### src/rtl/imm_pkg.sv
package imm_pkg;
  localparam int INST_W = 32;
  localparam int OPC_W  = 7;
  localparam int SEL_W  = 3;

  typedef enum logic [SEL_W-1:0] {
    FMT_I = 3'd0,
    FMT_S = 3'd1,
    FMT_B = 3'd2,
    FMT_U = 3'd3,
    FMT_J = 3'd4
  } fmt_e;

  localparam logic [OPC_W-1:0] OPC_LOAD   = 7'b0000011;
  localparam logic [OPC_W-1:0] OPC_OPIMM  = 7'b0010011;
  localparam logic [OPC_W-1:0] OPC_JALR   = 7'b1100111;
  localparam logic [OPC_W-1:0] OPC_STORE  = 7'b0100011;
  localparam logic [OPC_W-1:0] OPC_BRANCH = 7'b1100011;
  localparam logic [OPC_W-1:0] OPC_LUI    = 7'b0110111;
  localparam logic [OPC_W-1:0] OPC_AUIPC  = 7'b0010111;
  localparam logic [OPC_W-1:0] OPC_JAL    = 7'b1101111;

  typedef struct packed {
    logic pickI;
    logic pickS;
    logic pickB;
    logic pickU;
    logic pickJ;
  } fmt_strobe_t;
endpackage

### src/rtl/imm_fmt_ctrl.sv
module imm_fmt_ctrl
  import imm_pkg::*;
(
  input  logic [SEL_W-1:0] fmtSel,
  input  logic [OPC_W-1:0] opcode,
  input  logic             autoDecode,
  output fmt_strobe_t      strobe
);
  fmt_strobe_t manualStrobe;
  fmt_strobe_t opcStrobe;

  always_comb begin
    manualStrobe = '0;
    case (fmtSel)
      FMT_I:   manualStrobe.pickI = 1'b1;
      FMT_S:   manualStrobe.pickS = 1'b1;
      FMT_B:   manualStrobe.pickB = 1'b1;
      FMT_U:   manualStrobe.pickU = 1'b1;
      FMT_J:   manualStrobe.pickJ = 1'b1;
      default: manualStrobe = '0;
    endcase
  end

  always_comb begin
    opcStrobe = '0;
    case (opcode)
      OPC_LOAD, OPC_OPIMM, OPC_JALR: opcStrobe.pickI = 1'b1;
      OPC_STORE:                     opcStrobe.pickS = 1'b1;
      OPC_BRANCH:                    opcStrobe.pickB = 1'b1;
      OPC_LUI, OPC_AUIPC:            opcStrobe.pickU = 1'b1;
      OPC_JAL:                       opcStrobe.pickJ = 1'b1;
      default:                       opcStrobe = '0;
    endcase
  end

  assign strobe = autoDecode ? opcStrobe : manualStrobe;

  always_comb begin
    assert_onehot_R7: assert ($onehot0(strobe))
      else $error("format strobe not one-hot");
    if (!autoDecode && fmtSel > SEL_W'(FMT_J))
      assert_undef_sel_R7: assert (strobe == '0)
        else $error("undefined select raised a strobe");
    if (autoDecode && opcode == OPC_STORE)
      assert_store_opc_R8: assert (strobe.pickS)
        else $error("store opcode did not select S layout");
    if (autoDecode && opcode == 7'b0110011)
      assert_regop_R9: assert (strobe == '0)
        else $error("register opcode raised a strobe");
  end
endmodule

### src/rtl/imm_gather_dp.sv
module imm_gather_dp
  import imm_pkg::*;
#(
  parameter int OUT_W = INST_W
) (
  input  logic [INST_W-1:0] instWord,
  input  fmt_strobe_t       strobe,
  output logic [OUT_W-1:0]  immOut
);
  localparam int I_W = 12;
  localparam int S_W = 12;
  localparam int B_W = 13;
  localparam int J_W = 21;
  localparam int U_W = 20;
  localparam int U_LO = OUT_W - U_W;

  logic [I_W-1:0] fieldI;
  logic [S_W-1:0] fieldS;
  logic [B_W-1:0] fieldB;
  logic [J_W-1:0] fieldJ;
  logic [OUT_W-1:0] extI, extS, extB, extJ, extU;

  assign fieldI = instWord[31:20];
  assign fieldS = {instWord[31:25], instWord[11:7]};
  assign fieldB = {instWord[31], instWord[7], instWord[30:25], instWord[11:8], 1'b0};
  assign fieldJ = {instWord[31], instWord[19:12], instWord[20], instWord[30:21], 1'b0};

  assign extI = {{(OUT_W-I_W){fieldI[I_W-1]}}, fieldI};
  assign extS = {{(OUT_W-S_W){fieldS[S_W-1]}}, fieldS};
  assign extB = {{(OUT_W-B_W){fieldB[B_W-1]}}, fieldB};
  assign extJ = {{(OUT_W-J_W){fieldJ[J_W-1]}}, fieldJ};

  generate
    if (U_LO > 0) begin : g_upper_pad
      assign extU = {instWord[31:12], {U_LO{1'b0}}};
    end else begin : g_upper_bare
      assign extU = instWord[31:12];
    end
  endgenerate

  always_comb begin
    immOut = '0;
    unique case (1'b1)
      strobe.pickI: immOut = extI;
      strobe.pickS: immOut = extS;
      strobe.pickB: immOut = extB;
      strobe.pickU: immOut = extU;
      strobe.pickJ: immOut = extJ;
      default:      immOut = '0;
    endcase
  end

  always_comb begin
    if (strobe.pickB || strobe.pickJ)
      assert_even_offset_R3: assert (immOut[0] == 1'b0)
        else $error("branch/jump offset odd");
  end
endmodule

### src/rtl/imm_extract.sv
module imm_extract
  import imm_pkg::*;
(
  input  logic [31:0] instWord,
  input  logic [2:0]  fmtSel,
  input  logic        autoDecode,
  output logic [31:0] immOut
);
  fmt_strobe_t strobe;

  imm_fmt_ctrl u_ctrl (
    .fmtSel     (fmtSel),
    .opcode     (instWord[OPC_W-1:0]),
    .autoDecode (autoDecode),
    .strobe     (strobe)
  );

  imm_gather_dp #(.OUT_W(INST_W)) u_dp (
    .instWord (instWord),
    .strobe   (strobe),
    .immOut   (immOut)
  );

  always_comb begin
    if (strobe.pickI || strobe.pickS || strobe.pickB || strobe.pickJ)
      assert_sign_fill_R6: assert (immOut[31:21] == {11{instWord[31]}})
        else $error("upper bits not sign fill");
    if (strobe.pickU)
      assert_upper_low_R4: assert (immOut[11:0] == 12'h000 && immOut[31:12] == instWord[31:12])
        else $error("upper layout wrong");
    if (strobe == '0)
      assert_none_zero_R7: assert (immOut == 32'h0)
        else $error("no layout but nonzero operand");
  end
endmodule

### config.mk
export PLATFORM = sky130hd
export DESIGN_NAME = imm_extract
export DESIGN_NICKNAME = d
export VERILOG_FILES = /design/src/rtl/imm_pkg.sv /design/src/rtl/imm_fmt_ctrl.sv /design/src/rtl/imm_gather_dp.sv /design/src/rtl/imm_extract.sv
export SDC_FILE = /design/constraint.sdc
export NUM_CORES = 1
export LEC_CHECK = 0
export CORE_ASPECT_RATIO = 1.2
export CORE_MARGIN = 4
export CORE_UTILIZATION = 25
export DETAILED_ROUTE_END_ITERATION = 8
export PLACE_DENSITY = 0.91
export SYNTH_ARGS = -nofsm -noshare
export SYNTH_HDL_FRONTEND = slang
export SYNTH_HIERARCHICAL = 1
export SYNTH_SLANG_ARGS = --single-unit
### constraint.sdc
create_clock -name vclk -period 3.3
set_input_delay 0.66 -clock vclk [all_inputs]
set_output_delay 0.66 -clock vclk [all_outputs]
set_load 0.1 [all_outputs]
==> impl_metrics.toml, run 1 <==
[die]
pin_count = 68
fp-row-count = 16
start_util = 0.2721
die_width_um = 47.28
die_h_um = 55.14

[placement]
port_buffers = 68
place_area_um2 = 1609
hpwlAfterDp_mm = 2.938
place.gp.congestion = 0.8565
placed_cells = 170
dp_slack_ns = -0.4777

[global_route]
grt_start_max_net_pins = 13

[yosys]
ys_types = 28
muxShareOfSynthArea = 0
postSynthAreaPerCell_um2 = 6.091
synthesis.nets = 112
synthXorXnorAreaFrac = 0
synth-compound-area-share = 0.4054
synthesis.area_um2 = 462.9
yosysWarnings = 6
synth-simple-area-share = 0.5432
synth_adder_area_share = 0
syn_inst = 76
ys_seq_area_frac = 0
synth_top_family_by_area = "simple AND/OR/NAND/NOR gates"

[outcome]
error = "[ERROR DPL-0038] Utilization greater than 100%, impossible to legalize"
stop_stage = "global routing"
status = "aborted with a tool error"

[clock_tree]
cts_hold_buf = 0

[sta]
worst_endpoint = "immOut[18]"
worst-ep-kind = "top-level output"
## cell usage after synthesis, types with 2 or more instances
cell      instances  area [µm²]
a21o_1            8       60.06
a22o_1            5       43.79
inv_1             2       7.510
nand2_1          27       101.4
nand3b_1          2       15.01
nand4_1           2       12.51
nor2_1            2       7.510
nor2b_1           6       37.54
o21ai_0           2       10.01
or2_2             2       12.51
## cell families after synthesis
kind of cell    count (synthesis)
compound gates                 23
buf+inv                         5
simple gates                   48
## metrics by stage
stage | hold WS, ns | util | TNS, ns
4_1_cts | 2.056 | 0.9809 | 0
3_5_place_dp | 2.058 | 0.9456 | -7.402
3_3_place_gp | 2.042 | 0.9456 | -4.333
2_1_floorplan | 1.538 | - | -0.3382
## repair_timing
action / in CTS
buffers inserted: 4
resized for setup: 12
pin swaps: 4
endpoints found under the setup margin: 30
hold endpoints to repair: 0
==> run 2: changes to the inputs <==
Settings changed: CORE_AREA set to 4 4 65 67, CORE_ASPECT_RATIO 1.2 to unset, CORE_MARGIN 4 to unset, CORE_UTILIZATION 25 to unset, DIE_AREA set to 0 0 69 71, PLACE_DENSITY 0.91 to unset, PLACE_DENSITY_LB_ADDON set to 0.15.
==> run 2 against run 1 <==
Compared with the run above: the flow now finishes without violations; area after synthesis stayed put; synthesized cell count unchanged.
==> impl_metrics.toml, run 2 <==
[hold_path]
hold_depth = 3
whs_endpoint = "immOut[8]"
min_from = "instWord[28]"
hold_path_class = "primary input to output port"

[yosys]
synthTopCellsByArea = "nand2_1 22%, a21o_1 13%, a22o_1 9.5%, nor2b_1 8.1%, nor4_4 4.6%"
synth_most_common_cell = "nand2_1"
synth_common_cells = "27 x nand2_1, 8 x a21o_1, 6 x nor2b_1"
synthesis.area_um2 = 462.9
syn_inst = 76
synth_top_cell_by_area = "nand2_1"
synthesis.nets = 112
ys_types = 28
postSynthAreaPerCell_um2 = 6.091
yosysWarnings = 6
synth_top_area_frac = 0.2189
ys_seq_area_frac = 0

[die]
core_um2 = 3633
pin_count = 68
start_util = 0.1274
die_h_um = 71
fp-row-count = 22
die_width_um = 69
die-area_um2 = 4899

[power]
pwr-share-comb = 1.000
peakVddDrop_uv = 163.2
power_switching_mw = 0.2791
p_seq_frac = 0
total_power_mw = 0.4618
switching_share = 0.6045
power.internal_mw = 0.1826
clkPwrFrac = 0
leakagePower_nw = 0.7622
power.density_nw_per_um2 = 269.4

[final_layout]
final_cells = 202
final_nets = 192
n_clock_buffer = 0
nFillCells = 362
layout-drive-gt1-share = 0.5000
layout_common_cells = "34 x buf_12, 33 x clkdlybuf4s50_1, 21 x nand2_1, 9 x buf_4, 8 x a21o_2"
num_antenna_cells = 0
final_common_cell = "buf_12"
seqCellArea_um2 = 0
syn2layout_area_growth_pct = 270.3
seq_cells = 0

[drt]
wl_per_cell_um = 12.93
drtAntennaViolNets = 0
drt-total-wl_mm = 2.612
firstDrtPassIters = 3
drc_errors = 0
viasPerCell = 4.262
num_vias = 861
drtIter0Drc = 25

[sta]
worst_pin_slew_ns = 0.3672
rsz0062_at_grt = "yes"
fin_tns_setup_ns = 0
finalCritPeriodShare = 0.9845
hold_violations = 0
maxSlewHeadroom = 0.7525
finalCriticalPeriod_ns = 3.249
setup_viol = 0
max_freq_ghz = 0.3078
drv_slew = 0

[worst_setup_path]
cpMostUsedCell = "buf_12"
slowest_stage = "or4_4"
crit_fanout = 7
arrival_ns = 2.59
crit_chain = "clkdlybuf4s50_1, or4_4, o221ai_4, buf_6, nor4_4, buf_12, nor2b_2, buf_12"
startpoint_type = "primary input"
cp.required_ns = 2.64
critical_path_buf_inv_count = 4
crit_type = "primary input to output port"
crit_path_end_kind = "output port"
cp_slowest_stage_delay_ns = 0.57
crit_start = "instWord[3]"
cp_top_family = "buffers and inverters"

[global_route]
overflow = 0
grt_start_max_net_pins = 13
antenna_found_initial = 0
grt_pass1_vias = 933
grtUsageTotal = 0.1069
grt_pass1_wl_mm = 4.519

[placement]
placed_cells = 201
port_buffers = 68
place.gp.congestion = 0.7427
hpwlAfterDp_mm = 2.345

[job]
drv_cap = 0

[clock_tree]
cts_hold_buf = 0

[outcome]
status = "complete, no violations"
[run 2: cell counts after synthesis]
No cell type changed its count.
[run 2: metrics by stage]
step	utilization	cell area, µm²	setup slack (ns)	hold WS [ns]
final	0.4718	1714	0.05125	2.046
after global routing	0.4718	1714	-0.01675	2.074
after CTS	0.4687	1703	0.01799	2.053
after detailed placement	0.4621	1679	-0.09034	2.057
after global placement	0.4621	1679	-0.03481	2.046
after floorplan	-	519.2	-0.03406	1.538
[run 2: cell type report]
cell class	count	area, µm²	area share
inverter	2	7.507	0.004380
multi-input combinational	71	519.2	0.3029
timing repair buffer	81	1127	0.6577
tap	48	60.06	0.03504
[run 2: worst max-delay path by stage]
stage	endpoint	slack [ns]	depth (start not counted)
floorplan	immOut[10]	-0.03	5
global placement	immOut[31]	-0.03	9
detailed placement	immOut[31]	-0.09	9
CTS	immOut[31]	0.02	8
global route	immOut[31]	-0.02	8
finish	immOut[10]	0.05	8
[run 2: power groups by stage]
stage          Clock (mW)  Combinational (mW)  Sequential [mW]
2_1_floorplan           0               0.259                0
3_3_place_gp            0               0.459                0
3_5_place_dp            0               0.462                0
4_1_cts                 0               0.464                0
5_1_grt                 0               0.477                0
6_report                0               0.462                0
[run 2: kinds of logic (layout without fill, tap and decap cells)]
group                  count (synthesis)  after routing  synth area share
AOI/OAI and AO/OA                     23             23            0.4054
and+or+nand+nor                       48             48            0.5433
buffers and inverters                  5             83           0.05135
[run 2: layer usage]
metal  track usage  vias up  share of wire
met5             0        -              0
met4             0        0              0
met3       0.02131        0          0.064
met2        0.2055       40           0.53
met1        0.1295      392           0.41
li1              -      429              -
[run 2: what timing repair did]
item | CTS | global route
setup buffers | 0 | 1
hold endpoints to repair | 0 | 0
pin swaps | 3 | 1
setup endpoints to repair | 16 | 15
resized for setup | 7 | 1
Power figures use the tool's default switching activity.
